**src/rtl/spg_pkg.sv**
```systemverilog
package spg_pkg;

   typedef enum logic [1:0] {
      PH_IDLE  = 2'd0,
      PH_LEAD  = 2'd1,
      PH_PULSE = 2'd2
   } spg_phase_e;

   function automatic spg_phase_e phase_of(input logic lead_run, input logic pulse_run);
      if (pulse_run)     return PH_PULSE;
      else if (lead_run) return PH_LEAD;
      else               return PH_IDLE;
   endfunction

endpackage

```
**src/rtl/spg_oneshot.sv**
```systemverilog
module spg_oneshot #(
   parameter int CNT_W = 8
) (
   input  logic             clk,
   input  logic             rst_n,
   input  logic             load,
   input  logic [CNT_W-1:0] load_val,
   output logic             running,
   output logic             fire
);

   logic [CNT_W-1:0] cnt_q;

   always_ff @(posedge clk) begin
      if (!rst_n)              cnt_q <= '0;
      else if (load)           cnt_q <= load_val;
      else if (cnt_q != '0)    cnt_q <= cnt_q - 1'b1;
   end

   assign running = (cnt_q != '0);
   assign fire    = (cnt_q == CNT_W'(1));


   self_stop_chk: assert property (@(posedge clk) disable iff (!rst_n)
      (fire && !load) |=> !running);


   nonzero_load_chk: assert property (@(posedge clk) disable iff (!rst_n)
      load |-> (load_val != '0));

endmodule

```
**src/rtl/spg_pins.sv**
```systemverilog
module spg_pins #(
   parameter int NAXES = 3
) (
   input  logic             clk,
   input  logic             rst_n,
   input  logic [NAXES-1:0] step_inv,
   input  logic [NAXES-1:0] dir_inv,
   input  logic             dir_load,
   input  logic [NAXES-1:0] dir_val,
   input  logic             step_set,
   input  logic             step_hold,
   input  logic [NAXES-1:0] step_val,
   output logic [NAXES-1:0] step_o,
   output logic [NAXES-1:0] dir_o
);

   for (genvar a = 0; a < NAXES; a++) begin : g_axis
      always_ff @(posedge clk) begin
         if (!rst_n)        dir_o[a] <= dir_inv[a];
         else if (dir_load) dir_o[a] <= dir_val[a] ^ dir_inv[a];
      end

      always_ff @(posedge clk) begin
         if (!rst_n)         step_o[a] <= step_inv[a];
         else if (step_set)  step_o[a] <= step_val[a] ^ step_inv[a];
         else if (!step_hold) step_o[a] <= step_inv[a];
      end
   end

endmodule

```
**src/rtl/step_pulse_gen.sv**
```systemverilog
module step_pulse_gen #(
   parameter int NAXES = 3,
   parameter int CNT_W = 8
) (
   input  logic             clk,
   input  logic             rst_n,
   input  logic             trig_i,
   input  logic [NAXES-1:0] step_bits_i,
   input  logic [NAXES-1:0] dir_bits_i,
   input  logic             lead_en_i,
   input  logic [CNT_W-1:0] lead_len_i,
   input  logic [CNT_W-1:0] pulse_len_i,
   input  logic [NAXES-1:0] step_inv_i,
   input  logic [NAXES-1:0] dir_inv_i,
   output logic [NAXES-1:0] step_o,
   output logic [NAXES-1:0] dir_o,
   output logic             overrun_o
);
   import spg_pkg::*;

   localparam logic [CNT_W-1:0] ONE = CNT_W'(1);

   if (NAXES < 1) begin : g_bad_axes
      $error("step_pulse_gen: NAXES must be at least 1");
   end
   if (CNT_W < 2) begin : g_bad_cnt
      $error("step_pulse_gen: CNT_W must be at least 2");
   end

   logic             lead_run, lead_fire, pulse_run, pulse_fire;
   logic             accept;
   spg_phase_e       phase;
   logic [CNT_W-1:0] lead_eff, width_eff, width_q;
   logic [NAXES-1:0] bits_q;
   logic             ovr_q;

   assign phase     = phase_of(lead_run, pulse_run);
   assign accept    = trig_i && (phase == PH_IDLE);
   assign lead_eff  = (!lead_en_i || lead_len_i == '0) ? ONE : lead_len_i;
   assign width_eff = (pulse_len_i == '0) ? ONE : pulse_len_i;

   always_ff @(posedge clk) begin
      if (!rst_n) begin
         width_q <= ONE;
         bits_q  <= '0;
      end else if (accept) begin
         width_q <= width_eff;
         bits_q  <= step_bits_i;
      end
   end

   always_ff @(posedge clk) begin
      if (!rst_n)                           ovr_q <= 1'b0;
      else if (trig_i && phase != PH_IDLE)  ovr_q <= 1'b1;
   end
   assign overrun_o = ovr_q;

   spg_oneshot #(.CNT_W(CNT_W)) u_lead (
      .clk(clk), .rst_n(rst_n), .load(accept), .load_val(lead_eff),
      .running(lead_run), .fire(lead_fire)
   );

   spg_oneshot #(.CNT_W(CNT_W)) u_pulse (
      .clk(clk), .rst_n(rst_n), .load(lead_fire), .load_val(width_q),
      .running(pulse_run), .fire(pulse_fire)
   );

   spg_pins #(.NAXES(NAXES)) u_pins (
      .clk(clk), .rst_n(rst_n),
      .step_inv(step_inv_i), .dir_inv(dir_inv_i),
      .dir_load(accept), .dir_val(dir_bits_i),
      .step_set(lead_fire), .step_hold(pulse_run && !pulse_fire),
      .step_val(bits_q),
      .step_o(step_o), .dir_o(dir_o)
   );


   no_overlap_chk: assert property (@(posedge clk) disable iff (!rst_n)
      !(lead_run && pulse_run));


   dir_hold_chk: assert property (@(posedge clk) disable iff (!rst_n)
      (phase != PH_IDLE) |=> $stable(dir_o));


   lead_idle_chk: assert property (@(posedge clk) disable iff (!rst_n)
      (lead_run && !lead_fire) |=> (step_o == $past(step_inv_i)));


   overrun_sticky_chk: assert property (@(posedge clk) disable iff (!rst_n)
      overrun_o |=> overrun_o);


   busy_drop_chk: assert property (@(posedge clk) disable iff (!rst_n)
      (trig_i && phase != PH_IDLE) |=> overrun_o);

endmodule

```
**config.mk**
```make
export PLATFORM = sky130hd
export DESIGN_NAME = step_pulse_gen
export DESIGN_NICKNAME = d
export VERILOG_FILES = /design/src/rtl/spg_pkg.sv /design/src/rtl/spg_oneshot.sv /design/src/rtl/spg_pins.sv /design/src/rtl/step_pulse_gen.sv
export SDC_FILE = /design/constraint.sdc
export NUM_CORES = 1
export LEC_CHECK = 0
export ABC_CLOCK_PERIOD_IN_PS = 3300
export BUFFER_PORTS_ARGS = -buffer_cell sky130_fd_sc_hd__buf_2
export CAP_MARGIN = 20
export CORE_AREA = 2 2 60 62
export CTS_CLUSTER_DIAMETER = 30
export CTS_CLUSTER_SIZE = 14
export DETAILED_ROUTE_END_ITERATION = 8
export DIE_AREA = 0 0 62 64
export PLACE_DENSITY = 0.8
export SYNTH_ARGS = -nofsm -noshare
export SYNTH_HDL_FRONTEND = slang
export SYNTH_SLANG_ARGS = --single-unit
```
**constraint.sdc**
```tcl
create_clock -name clk -period 3.3 [get_ports clk]
set_clock_uncertainty 0.05 [all_clocks]
set_input_delay 0.66 -clock clk [delete_from_list [all_inputs] [get_ports clk]]
set_output_delay 0.66 -clock clk [all_outputs]
set_load 0.01 [all_outputs]
```
; ---- Yosys cells after proc, flatten, opt, wreduce, memory -nomap -nowiden
; Index checks and enable logic that the tools add are counted.
[totals]
elab_cells = 60
input_bits = 32
reg_bits = 34
[classes]
addsub = 2
n_reduce_logical = 14
n_mux = 23
n_bitwise = 6
eq_ne = 4
[ops]
columns = op, n
row1 = $mux W8, 6
row2 = $eq A8 B1 Y1 const B, 2
row3 = $logic_not A8 Y1, 2
row4 = $mux W1, 16
row5 = $reduce_bool A8 Y1, 2
row6 = $sub A8 B1 Y8 const B, 2
row7 = $reduce_bool A2 Y1, 3
row8 = $xor A1 B1 Y1, 6
row9 = $logic_and A1 B1 Y1, 3
row10 = $ne A3 B3 Y1 const B, 1
row11 = $logic_not A1 Y1, 2
row12 = $logic_not A2 Y1, 1
row13 = $mux W2, 1
row14 = $ne A2 B1 Y1 const B, 1
row15 = $logic_or A1 B1 Y1, 1

; ---- Depth between registers and ports, before layout
[depth]
word_depth = 7
depth_mapped = 8
ltp_nobuf = 6

; ---- Modules after synthesis
; Synthesis repeated with hierarchy kept, for this count alone.
[unflattened]
hier_cells = 198
area_unflattened_um2 = 1885.6
[by_module_without_submodules]
columns = mod, instances, area_per_inst_um2, cells_per_inst
row1 = spg_oneshot, 2, 504.2, 55
row2 = step_pulse_gen, 1, 581.8, 67
row3 = spg_pins, 1, 295.3, 21

; ---- Worst setup path before layout
; OpenSTA, ideal clock, no wires.
[synth_timing]
path_type = input to register
from = in trig_i
to = reg u_pins.dir_o[0] (enable)
stages = 4
path_slack_ps = 1505
arrival_time_ps = 1443
cell_sequence = nor4b_2 nand4_1 buf_2 nand2_1
[synth_between]
elab_chain_cells = 2
[synth_rtl]
columns = element, line
row1 = from (decl), step_pulse_gen.sv:7  ; input logic trig_i,
row2 = $logic_and A1 B1 Y1, step_pulse_gen.sv:38  ; assign accept = trig_i && (phase == PH_IDLE);
row3 = $ne A2 B1 Y1 (no source line), --
row4 = "to (signal, indexed assignment)", spg_pins.sv:19  ; if (!rst_n) dir_o[a] <= dir_inv[a];
row5 = "to (signal, indexed assignment)", spg_pins.sv:20  ; else if (dir_load) dir_o[a] <= dir_val[a] ^ dir_inv[a];
row6 = to (decl), spg_pins.sv:14  ; output logic [NAXES-1:0] dir_o
; No other way between the ends.
; A chain may end at the register's enable or synchronous reset.

; ---- Final worst setup path
[layout_timing]
from = reg u_pulse.cnt_q[0]
to = reg u_lead.cnt_q[5]
[layout_between]
elab_chain_cells = 5
word_cells_on_any_way = 6
[layout_rtl]
columns = element, line
row1 = from (decl), spg_oneshot.sv:12  ; logic [CNT_W-1:0] cnt_q;
row2 = from (signal assigned), spg_oneshot.sv:16  ; else if (load) cnt_q <= load_val;
row3 = from (signal assigned), spg_oneshot.sv:17  ; else if (cnt_q != '0) cnt_q <= cnt_q - 1'b1;
row4 = $reduce_bool A8 Y1 *, spg_oneshot.sv:20  ; assign running = (cnt_q != '0);
row5 = $mux W2 *, spg_pkg.sv:10  ; if (pulse_run) return PH_PULSE;
row6 = $logic_not A2 Y1 *, step_pulse_gen.sv:38
row7 = $logic_and A1 B1 Y1 *, step_pulse_gen.sv:38
row8 = $mux W8 / $reduce_bool A2 Y1 (equally long branches), --
row9 = to (signal assigned), spg_oneshot.sv:16
row10 = to (signal assigned), spg_oneshot.sv:17
row11 = to (decl), spg_oneshot.sv:12
; Every way passes the cells marked *; elsewhere a longest branch is shown, timed or not.

==> results.tsv <==
metric	value	unit
maxCapViolations	0	
wl	3.65	mm
worstHoldStart	width_q[2]$_SDFFE_PN0P_	
post-dp-hpwl	2.69	mm
period_minus_slack	2220	ps
critPathKind	flop to flop	
cp-endpoint	u_lead.cnt_q[5]$_SDFFE_PN0P_	
max_slew_margin	46.6	%
synth_nets	232	
grt_overflow	0	
start_util	52.9	%
yosys_warnings	0	
cts_made_buffers	5	
synthTopCellsByArea	dfxtp_1 (32%), edfxtp_1 (10%), nand2_1 (7.3%), a21oi_1 (4.6%), xnor2_1 (4.5%)	
antenna_found_initial	0	
synthCells	194	
wl_per_cell	13.1	um
status	finished, final reports clean	
arrival	2410	ps
tightestPinTransition	791	ps
drt_iter0_markers	57	
clock_sinks	34	
cts-root-buf	clkbuf_4	
numPortBuffers	38	
slew_viol_final	0	
ir_drop	0.522	mV
grt_max_degree	22	
gp_congestion	0.840	
drc	0	
clkTransAtPathRegs	100	ps
ctsHoldBuffers	0	
drive_above_1_share	24.0	%
cpMaxStageDelayCell	and4_1	
final.period_utilization	67.4	%
cp-end-kind	flop	
post_cts_resize_count	0	
post-cts-setup-buffers	0	
clk_latency	320	ps
clk_path_buf_depth	2	
drtPass1Iterations	4	
ys_ff_latch	34	
pre_cts_ws	1030	ps
grt_pass1_wl	6.20	mm
fp.dieW	62	um
ff2ff_path_depth	6	
r2r_end	u_lead.cnt_q[5]$_SDFFE_PN0P_	
htreeDepth	2	
grt_pass1_vias	1409	
rsz0062_at_grt	false	
fp.coreArea	3280	um^2
ys.flop_type	dfxtp_1	
async_reset_ff_share	0	%
cpPeakStageDelay	650	ps
track_usage	20.7	%
final_nets	271	
powerDensity	795	nW/um^2
fp.dieH	64	um
synthTopCellsByCount	nand2_1 (34), dfxtp_1 (28), a21oi_1 (16)	
rrSetupSlack	1080	ps
setup_ws	1080	ps
timing.hold.ws	406	ps
yosysMostFrequentCell	nand2_1	
leakagePower	0.000775	uW
fin_setup_tns	0	ps
cp_cell_sequence	inv_1 -> ha_1 -> nor4b_4 -> and4_1 -> a311oi_1 -> a211oi_1	
timing.fmax	449	MHz
dieArea	3970	um^2
ios	39	
start_kind	flop	
setup_violations	0	
area_growth	15.1	%
syn_area_per_cell	8.96	um^2
row_count	21	
finalHoldViolCount	0	
synth_edf_count	6	
synth_top_cell_area_share	32.3	%
synthDistinctLibCells	42	
cp_data_required_time	3480	ps
yosysSeqAreaShare	42.6	%
final_util	60.9	%
reg2reg_from	u_pulse.cnt_q[0]$_SDFFE_PN0P_	
cp-startpoint	u_pulse.cnt_q[0]$_SDFFE_PN0P_	
worstPathMaxFanout	17	
n_antenna_cell	0	
vias	1562	
tritoncts	yes	
vias_per_cell	5.60	
syn_area	1740	um^2
ant_nets	0	
hold_class	flop to flop	
yosysTopAreaCell	dfxtp_1	
[power by group]
group	total [uW]	leakage (uW)	switching, uW	internal [uW]
Sequential	660	0.000289	124	535
Clock	209	0.0000308	133	76.6
Combinational	721	0.000455	385	336
[layout make-up]
class,count,area [um^2]
clock inverter,2,10.0
timing repair buffer,39,198
multi-input combinational,148,938
fill,311,1280
inverter,5,18.8
sequential,34,741
clock buffer,5,37.5
tap,46,57.6
[cell families (layout without fill, tap and decap cells)]
kind of cell               count (synthesis)  count (layout)  synth area share, %
DFF                                       34              34                 42.6
and+or+nand+nor                           87              87                 29.2
adders and majority gates                  6               6                 4.32
AOI/OAI and AO/OA                         44              44                 14.9
xor gates and xnor gates                  11              11                 5.54
buffers and inverters                     12              51                 3.38
[how the worst min path moves through the flow]
stage | end | slack [ps] | cells past startpoint
after floorplan | width_q[2]$_SDFFE_PN0P_ | 380 | 2
after global placement | width_q[2]$_SDFFE_PN0P_ | 390 | 2
after detailed placement | width_q[1]$_SDFFE_PN0P_ | 400 | 2
after CTS | width_q[2]$_SDFFE_PN0P_ | 410 | 2
after global routing | bits_q[0]$_SDFFE_PN0P_ | 430 | 2
final | width_q[2]$_SDFFE_PN0P_ | 410 | 2
[worst max-delay path: cells and delay by family, from the launching register on]
| kind | cells | cell delay (ps) |
|---|---|---|
| buffers and inverters | 1 | 100 |
| adders and majority gates | 1 | 180 |
| AOI/OAI and AO/OA | 2 | 410 |
| and+or+nand+nor | 2 | 1000 |
| DFF | 1 | 380 |
[metrics by stage]
step                cell area (um^2)  total power (uW)  cells
floorplan                       1740              1220    194
global placement                1950              1370    272
detailed placement              1950              1380    272
CTS                             2000              1600    279
global route                    2000              1730    279
finish                          2000              1590    279
[layout by cell type (no fill, tap or decap), types with 3 or more instances in the layout]
master and count:
nand4_1 3, buf_2 38, clkbuf_4 5, nor2_1 8, dfxtp_1 28, or4_1 4
inv_1 4, nand3_1 14, a21oi_1 16, o21ai_0 14, edfxtp_1 6, xnor2_1 9
nand2_1 34, a31oi_1 5, ha_1 6
[per-layer routing]
metal	share of wire (%)	wire [um]	global-route usage, %	vias to the layer above
met4	1.3	46	8.51	0
met2	47	1710	30.6	36
met3	4.5	164	5.87	4
met5	0	0	0	-
li1	-	-	-	793
met1	47	1730	28.0	729
[sequential cells by signal, indices dropped and copies added (netlist names)]
| register | flops |
|---|---|
| u_pulse.cnt_q | 8 |
| width_q | 8 |
| u_lead.cnt_q | 8 |
| u_pins.step_o | 3 |
| overrun_o | 1 |
| bits_q | 3 |
| u_pins.dir_o | 3 |
Power figures use the tool's default switching activity.
